===== config.mk =====
export PLATFORM = sky130hd
export DESIGN_NAME = addsub_cmp_unit
export DESIGN_NICKNAME = d
export VERILOG_FILES = /design/src/rtl/asc_pkg.sv /design/src/rtl/asc_decode.sv /design/src/rtl/asc_operand.sv /design/src/rtl/asc_addcmp.sv /design/src/rtl/asc_carry_reg.sv /design/src/rtl/addsub_cmp_unit.sv
export SDC_FILE = /design/constraint.sdc
export NUM_CORES = 1
export LEC_CHECK = 0
export ABC_AREA = 1
export BUFFER_PORTS_ARGS = -buffer_cell sky130_fd_sc_hd__clkbuf_2
export CAP_MARGIN = 10
export CORE_AREA = 2 2 103 105
export CTS_CLUSTER_SIZE = 24
export DETAILED_ROUTE_END_ITERATION = 7
export DIE_AREA = 0 0 105 107
export PLACE_DENSITY = 0.6
export RECOVER_POWER = 100
export SYNTH_ARGS = -nofsm -noshare
export SYNTH_HDL_FRONTEND = slang
export SYNTH_SLANG_ARGS = --single-unit

===== constraint.sdc =====
create_clock -name clk -period 3.9 [get_ports clk]
set_input_delay 0.78 -clock clk [delete_from_list [all_inputs] [get_ports clk]]
set_output_delay 0.78 -clock clk [all_outputs]
set_load 0.1 [all_outputs]

===== src/rtl/asc_pkg.sv =====
`timescale 1ns/1ps
package asc_pkg;
  localparam int OPC_W = 6;
  localparam int FN_W  = 11;
  localparam logic [FN_W-1:0] FN_CMP_S = 11'h001;
  localparam logic [FN_W-1:0] FN_CMP_U = 11'h003;
  localparam logic [OPC_W-1:0] OPC_CMP = 6'b000101;

  typedef struct packed {
    logic in_grp;
    logic rsub;
    logic use_c;
    logic keep;
    logic use_imm;
    logic is_cmp;
    logic cmp_uns;
  } asc_dec_t;
endpackage


===== src/rtl/asc_decode.sv =====
`timescale 1ns/1ps
module asc_decode
  import asc_pkg::*;
(
  input  logic             op_valid,
  input  logic [OPC_W-1:0] opcode,
  input  logic [FN_W-1:0]  func,
  output asc_dec_t         dec
);
  logic grp;
  logic cmp_hit;

  always_comb begin
    grp     = op_valid && (opcode[OPC_W-1:OPC_W-2] == 2'b00);
    cmp_hit = (opcode == OPC_CMP) && ((func == FN_CMP_S) || (func == FN_CMP_U));
    dec.in_grp  = grp;
    dec.rsub    = opcode[0];
    dec.use_c   = opcode[1];
    dec.keep    = opcode[2];
    dec.use_imm = opcode[3];
    dec.is_cmp  = grp && cmp_hit;
    dec.cmp_uns = (func == FN_CMP_U);
  end
endmodule


===== src/rtl/asc_operand.sv =====
`timescale 1ns/1ps
module asc_operand #(
  parameter int DATA_W = 32,
  parameter int IMM_W  = 16
) (
  input  logic                    use_imm,
  input  logic                    pfx_valid,
  input  logic [DATA_W-IMM_W-1:0] pfx_hi,
  input  logic [IMM_W-1:0]        imm16,
  input  logic [DATA_W-1:0]       opnd_b,
  output logic [DATA_W-1:0]       b_sel
);
  localparam int PFX_W = DATA_W - IMM_W;

  logic [DATA_W-1:0] imm_ext;

  generate
    if (PFX_W > 0) begin : g_ext
      always_comb begin
        if (pfx_valid) imm_ext = {pfx_hi, imm16};
        else           imm_ext = {{PFX_W{imm16[IMM_W-1]}}, imm16};
      end
    end else begin : g_full
      always_comb imm_ext = imm16[DATA_W-1:0];
    end
  endgenerate

  always_comb b_sel = use_imm ? imm_ext : opnd_b;
endmodule


===== src/rtl/asc_addcmp.sv =====
`timescale 1ns/1ps
module asc_addcmp #(
  parameter int DATA_W = 32
) (
  input  logic [DATA_W-1:0] a,
  input  logic [DATA_W-1:0] b,
  input  logic              rsub,
  input  logic              use_c,
  input  logic              carry_q,
  input  logic              is_cmp,
  input  logic              cmp_uns,
  output logic [DATA_W-1:0] sum_out,
  output logic              cout
);
  localparam int MSB = DATA_W - 1;

  logic [DATA_W-1:0] a_term;
  logic              cin;
  logic [DATA_W:0]   sum;
  logic              ovf;
  logic              lt_s;
  logic              lt_u;

  always_comb begin
    a_term = rsub ? ~a : a;
    cin    = use_c ? carry_q : rsub;
    sum    = {1'b0, b} + {1'b0, a_term} + {{DATA_W{1'b0}}, cin};
    cout   = sum[DATA_W];
    ovf    = (b[MSB] ^ a[MSB]) & (sum[MSB] ^ b[MSB]);
    lt_s   = sum[MSB] ^ ovf;
    lt_u   = ~sum[DATA_W];
    sum_out = sum[DATA_W-1:0];
    if (is_cmp) sum_out[MSB] = cmp_uns ? lt_u : lt_s;
  end
endmodule


===== src/rtl/asc_carry_reg.sv =====
`timescale 1ns/1ps
module asc_carry_reg (
  input  logic clk,
  input  logic rst_n,
  input  logic we,
  input  logic d,
  output logic q
);
  logic q_nx;

  always_comb begin
    q_nx = q;
    if (we) q_nx = d;
  end

  always_ff @(posedge clk or negedge rst_n) begin
    if (!rst_n) q <= 1'b0;
    else        q <= q_nx;
  end
endmodule


===== src/rtl/addsub_cmp_unit.sv =====
`timescale 1ns/1ps
module addsub_cmp_unit
  import asc_pkg::*;
#(
  parameter int DATA_W = 32,
  parameter int IMM_W  = 16
) (
  input  logic                    clk,
  input  logic                    rst_n,
  input  logic                    op_valid,
  input  logic [OPC_W-1:0]        opcode,
  input  logic [FN_W-1:0]         func,
  input  logic [DATA_W-1:0]       opnd_a,
  input  logic [DATA_W-1:0]       opnd_b,
  input  logic [IMM_W-1:0]        imm16,
  input  logic                    pfx_valid,
  input  logic [DATA_W-IMM_W-1:0] pfx_hi,
  output logic [DATA_W-1:0]       result,
  output logic                    res_valid,
  output logic                    carry_nx,
  output logic                    carry_we,
  output logic                    carry_q,
  output logic                    pfx_consume
);
  localparam int MSB = DATA_W - 1;

  logic [1:0]        rst_pipe;
  logic              rst_sync_n;
  asc_dec_t          dec;
  logic [DATA_W-1:0] b_sel;
  logic [DATA_W-1:0] raw_sum;
  logic              raw_cout;

  always_ff @(posedge clk or negedge rst_n) begin
    if (!rst_n) rst_pipe <= 2'b00;
    else        rst_pipe <= {rst_pipe[0], 1'b1};
  end
  assign rst_sync_n = rst_pipe[1];

  asc_decode u_dec (
    .op_valid (op_valid),
    .opcode   (opcode),
    .func     (func),
    .dec      (dec)
  );

  asc_operand #(.DATA_W(DATA_W), .IMM_W(IMM_W)) u_opnd (
    .use_imm   (dec.use_imm),
    .pfx_valid (pfx_valid),
    .pfx_hi    (pfx_hi),
    .imm16     (imm16),
    .opnd_b    (opnd_b),
    .b_sel     (b_sel)
  );

  asc_addcmp #(.DATA_W(DATA_W)) u_core (
    .a       (opnd_a),
    .b       (b_sel),
    .rsub    (dec.rsub),
    .use_c   (dec.use_c),
    .carry_q (carry_q),
    .is_cmp  (dec.is_cmp),
    .cmp_uns (dec.cmp_uns),
    .sum_out (raw_sum),
    .cout    (raw_cout)
  );

  always_comb begin
    res_valid   = dec.in_grp;
    result      = dec.in_grp ? raw_sum : '0;
    carry_nx    = raw_cout;
    carry_we    = dec.in_grp && !dec.keep && !dec.is_cmp;
    pfx_consume = dec.in_grp && pfx_valid;
  end

  asc_carry_reg u_cflag (
    .clk   (clk),
    .rst_n (rst_sync_n),
    .we    (carry_we),
    .d     (carry_nx),
    .q     (carry_q)
  );

  logic [DATA_W-1:0] chk_diff;
  assign chk_diff = opnd_b - opnd_a;

  assert_idle_quiet_R12: assert property (@(posedge clk) disable iff (!rst_sync_n)
    !(op_valid && opcode[OPC_W-1:OPC_W-2] == 2'b00) |-> (!carry_we && !pfx_consume && result == '0));
  assert_keep_no_write_R5: assert property (@(posedge clk) disable iff (!rst_sync_n)
    (op_valid && opcode[2]) |-> !carry_we);
  assert_cmp_no_write_R10: assert property (@(posedge clk) disable iff (!rst_sync_n)
    (op_valid && opcode == OPC_CMP && (func == FN_CMP_S || func == FN_CMP_U)) |-> !carry_we);
  assert_cmp_low_bits_R8: assert property (@(posedge clk) disable iff (!rst_sync_n)
    (op_valid && opcode == OPC_CMP && (func == FN_CMP_S || func == FN_CMP_U))
      |-> result[MSB-1:0] == chk_diff[MSB-1:0]);
  assert_flag_hold_R11: assert property (@(posedge clk) disable iff (!rst_sync_n)
    !carry_we |=> $stable(carry_q));
  assert_flag_load_R11: assert property (@(posedge clk) disable iff (!rst_sync_n)
    carry_we |=> carry_q == $past(carry_nx));
  assert_consume_needs_pfx_R7: assert property (@(posedge clk) disable iff (!rst_sync_n)
    pfx_consume |-> (op_valid && pfx_valid && res_valid));
endmodule


==> impl_results.md <==
* Run status: complete, but fails checks
* Failing checks: negative hold slack, negative setup slack
* Filler cell count at 1020
* CP startpoint kind: input pin
* Pleak at 2.94 nW
* Post-route non-filler standard cell count at 932
* Initial DRC Count at 138
* Ranking of synthesized cells by area: nand2_1 20%, ha_1 13%, a21oi_1 12%
* Area delta synth->final at 101%
* Number of antenna violations at the first check in global routing at 0
* Drt via density at 4.79
* DP HPWL at 10600 µm
* Largest net degree at the start of global routing at 28
* Hold Slack at -0.00116 ns
* Post-synth net total at 693
* EDFF count, synth at 0
* Fmax at 255 MHz
* Die ar. at 11200 µm²
* Setup TNS at -0.0536 ns
* Top FF cell, synth: dfrtp_1
* Post-route ant nets at 0
* Async set-reset flop share out of synthesis at 1.00
* Syn Std Cell Area at 2970 µm²
* Number of global-route vias before repair at 4477
* Worst Path Arrival at 3.14 ns
* RD Place Congestion at 0.877
* Core Footprint at 10100 µm²
* Fin crit period at 3.92 ns
* Total number of vias at 4464
* Worst ir drop on vdd at 0.000265 V
* Slowest stage cell, crit path: fa_2
* CP cell instances: buf_12 -> mux2i_4 -> fa_2 -> fa_2 -> inv_2 -> nand3_2 -> nand2_4 -> nand3_4 -> nand2_4 -> inv_4 -> o21bai_4 -> nand4_1 -> nand3_1 -> nand2_2 -> nor2_4 -> buf_12
* Routed len/inst at 14.0 µm
* Final Power at 1.68 mW
* Post-layout util at 0.593
* Worst Skew at 0.000659 ns
* Synthesized area per cell at 5.48 µm²
* Worst-Margin Slew at 1.17 ns
* Reg-to-Reg End: u_cflag.q
* Count of warnings emitted by yosys at 0
* Number of instances in the placed design at 903
* Reg2reg path depth at 14
* Buffers & Inverters on Critical Path at 4
* Pre-CTS WS at -0.151 ns
* Max-Cap Viols at 0
* CTS Buffer Depth at 2
* Total grt overflow at 0
* Family with the most delay on the worst path: simple AND/OR/NAND/NOR gates
* Fraction of the yosys area taken by sequential cells at 0.0252
* Final Worst Setup Slack at -0.0199 ns
* Cell Pwr Density at 281 nW/µm²
* Cell accounting for the most synthesized area: nand2_1
* Max Slew Vio Count at 0
* # IOs at 154
* Initial core utilization at 0.295
* CP endpoint kind: output port
* Share of post-route cells with drive strength above 1 at 0.514
* H-Tree Depth at 1
* Setup violators final at 4
* Clk pin slew, worst setup/hold paths at 0.03 ns
* Worst path max stage delay at 0.39 ns
* Clock root cell: clkbuf_8
* Num Clock Sinks at 3
* CTS tree: built
* Kind of critical path: in2out
* Largest fanout on the critical path at 5
* Post-DP Area at 5370 µm²
* Die Width at 105 µm
* PortBufs at 153
* DRC Markers at 0
* CTS Buf Count at 3
* Worst R2R Start: u_cflag.q
* Drt pass-1 iters at 6
* Slew margin rel. at 0.221
* Period utilization at 1.01
* Total count of hold-check failures in the final report at 1
* Synth Register Bits at 3
* Clock latency on the worst-skew pair at 0.21 ns
* DIE HEIGHT at 107 µm
* # diodes at 0
* First-pass GRT wire length at 20300 µm
* Nets@finish at 947
* Drt total wl at 13000 µm
* R2R setup slack at 1.53 ns
* WP data required at 3.12 ns
* Row count at 37
* Synth unique cells at 42
* Worst hold path class: reg2async
* RSZ-0062 raised after global routing: yes
* Hold buffers post-CTS at 0
* Synth top area share at 0.198
* Post-Syn Instances at 543
* Final instance area at 5990 µm²
* Tot GR Track Use at 0.218
routing by layer:
layer / wire [µm] / vias to the layer above / track usage
li1: - / 2291 / -
met1: 5670 / 2041 / 0.274
met2: 6570 / 115 / 0.405
met3: 569 / 17 / 0.0231
met4: 199 / 0 / 0.0352
met5: 0 / - / 0
where the power goes:
part	internal (mW)	total [mW]	leakage [nW]	switching, mW
registers	0.0363	0.0405	0.0356	0.00418
clock network	0.0696	0.0891	0.0228	0.0194
logic	0.653	1.55	2.88	0.900
total	0.759	1.68	2.94	0.923
synthesized netlist by cell type, types with 3 or more instances:
cell / instances
o21ai_0: 27
o21ai_1: 5
nor3_1: 7
clkbuf_1: 8
nor3b_1: 3
dfrtp_1: 3
ha_1: 31
inv_1: 48
nand2_2: 9
o21bai_1: 6
a21oi_2: 8
nand4_1: 5
a21oi_1: 69
buf_2: 6
nand3_1: 14
xor2_1: 34
nor2_1: 65
a21o_1: 6
nor4_1: 3
inv_2: 4
o21ai_2: 3
nand2_1: 157
cell usage in the layout, fill, tap and decap left out, drive strengths merged, types with 2 or more instances in the layout:
master | Yosys | layout
nor4 | 3 | 3
dfrtp | 3 | 3
nor2 | 66 | 66
a21oi | 77 | 77
a21o | 6 | 6
o21ai | 35 | 35
buf | 6 | 140
nand2 | 166 | 166
nand4 | 5 | 5
nor3 | 9 | 9
ha | 31 | 31
nand3 | 15 | 15
inv | 52 | 52
fa | 2 | 2
o21bai | 7 | 7
nor3b | 3 | 3
xor2 | 34 | 34
clkbuf | 8 | 125
or2 | 2 | 2
worst max-delay path by stage:
stage	from	endpoint	slack [ns]	cells past startpoint
final	opcode[3]	result[28]	-0.02	16
after global routing	pfx_valid	result[31]	-0.14	20
after CTS	imm16[15]	result[31]	-0.02	19
after detailed placement	opcode[3]	result[31]	-0.15	15
after global placement	opcode[3]	result[31]	-0.12	15
after floorplan	opcode[3]	result[26]	-0.38	14
layout make-up:
| cell class | instances | area (µm²) | share of cell area |
|---|---|---|---|
| Clock buffer | 4 | 45.0 | 0.00752 |
| Tap cell | 136 | 170 | 0.0284 |
| Sequential cell | 3 | 75.1 | 0.0125 |
| Timing Repair Buffer | 262 | 2060 | 0.344 |
| Timing Repair inverter | 1 | 7.51 | 0.00125 |
| Inverter | 53 | 209 | 0.0349 |
| Multi-Input combinational cell | 473 | 3420 | 0.572 |
logic make-up (layout without fill, tap and decap cells):
logic type | Yosys count | after routing | share of synthesized area
adder cells (fa/ha/maj) | 33 | 33 | 0.144
AO/OA/AOI/OAI | 132 | 132 | 0.255
flip-flops | 3 | 3 | 0.0252
XOR/XNOR | 35 | 35 | 0.103
buffers and inverters | 67 | 320 | 0.0871
other | 1 | 1 | 0.00126
AND/OR/NAND/NOR | 270 | 270 | 0.377
multiplexers | 2 | 2 | 0.00715
state kept, by name, summed over array words and instances (netlist names):
name	count
rst_pipe	2
u_cflag.q	1
repair_timing:
action | 4_1_cts | 5_1_grt
cloned | 1 | 0
setup endpoints to repair | 12 | 23
pin swaps | 17 | 42
setup buffers | 14 | 10
resized for setup | 30 | 94
(Power assumes the default switching activity.)
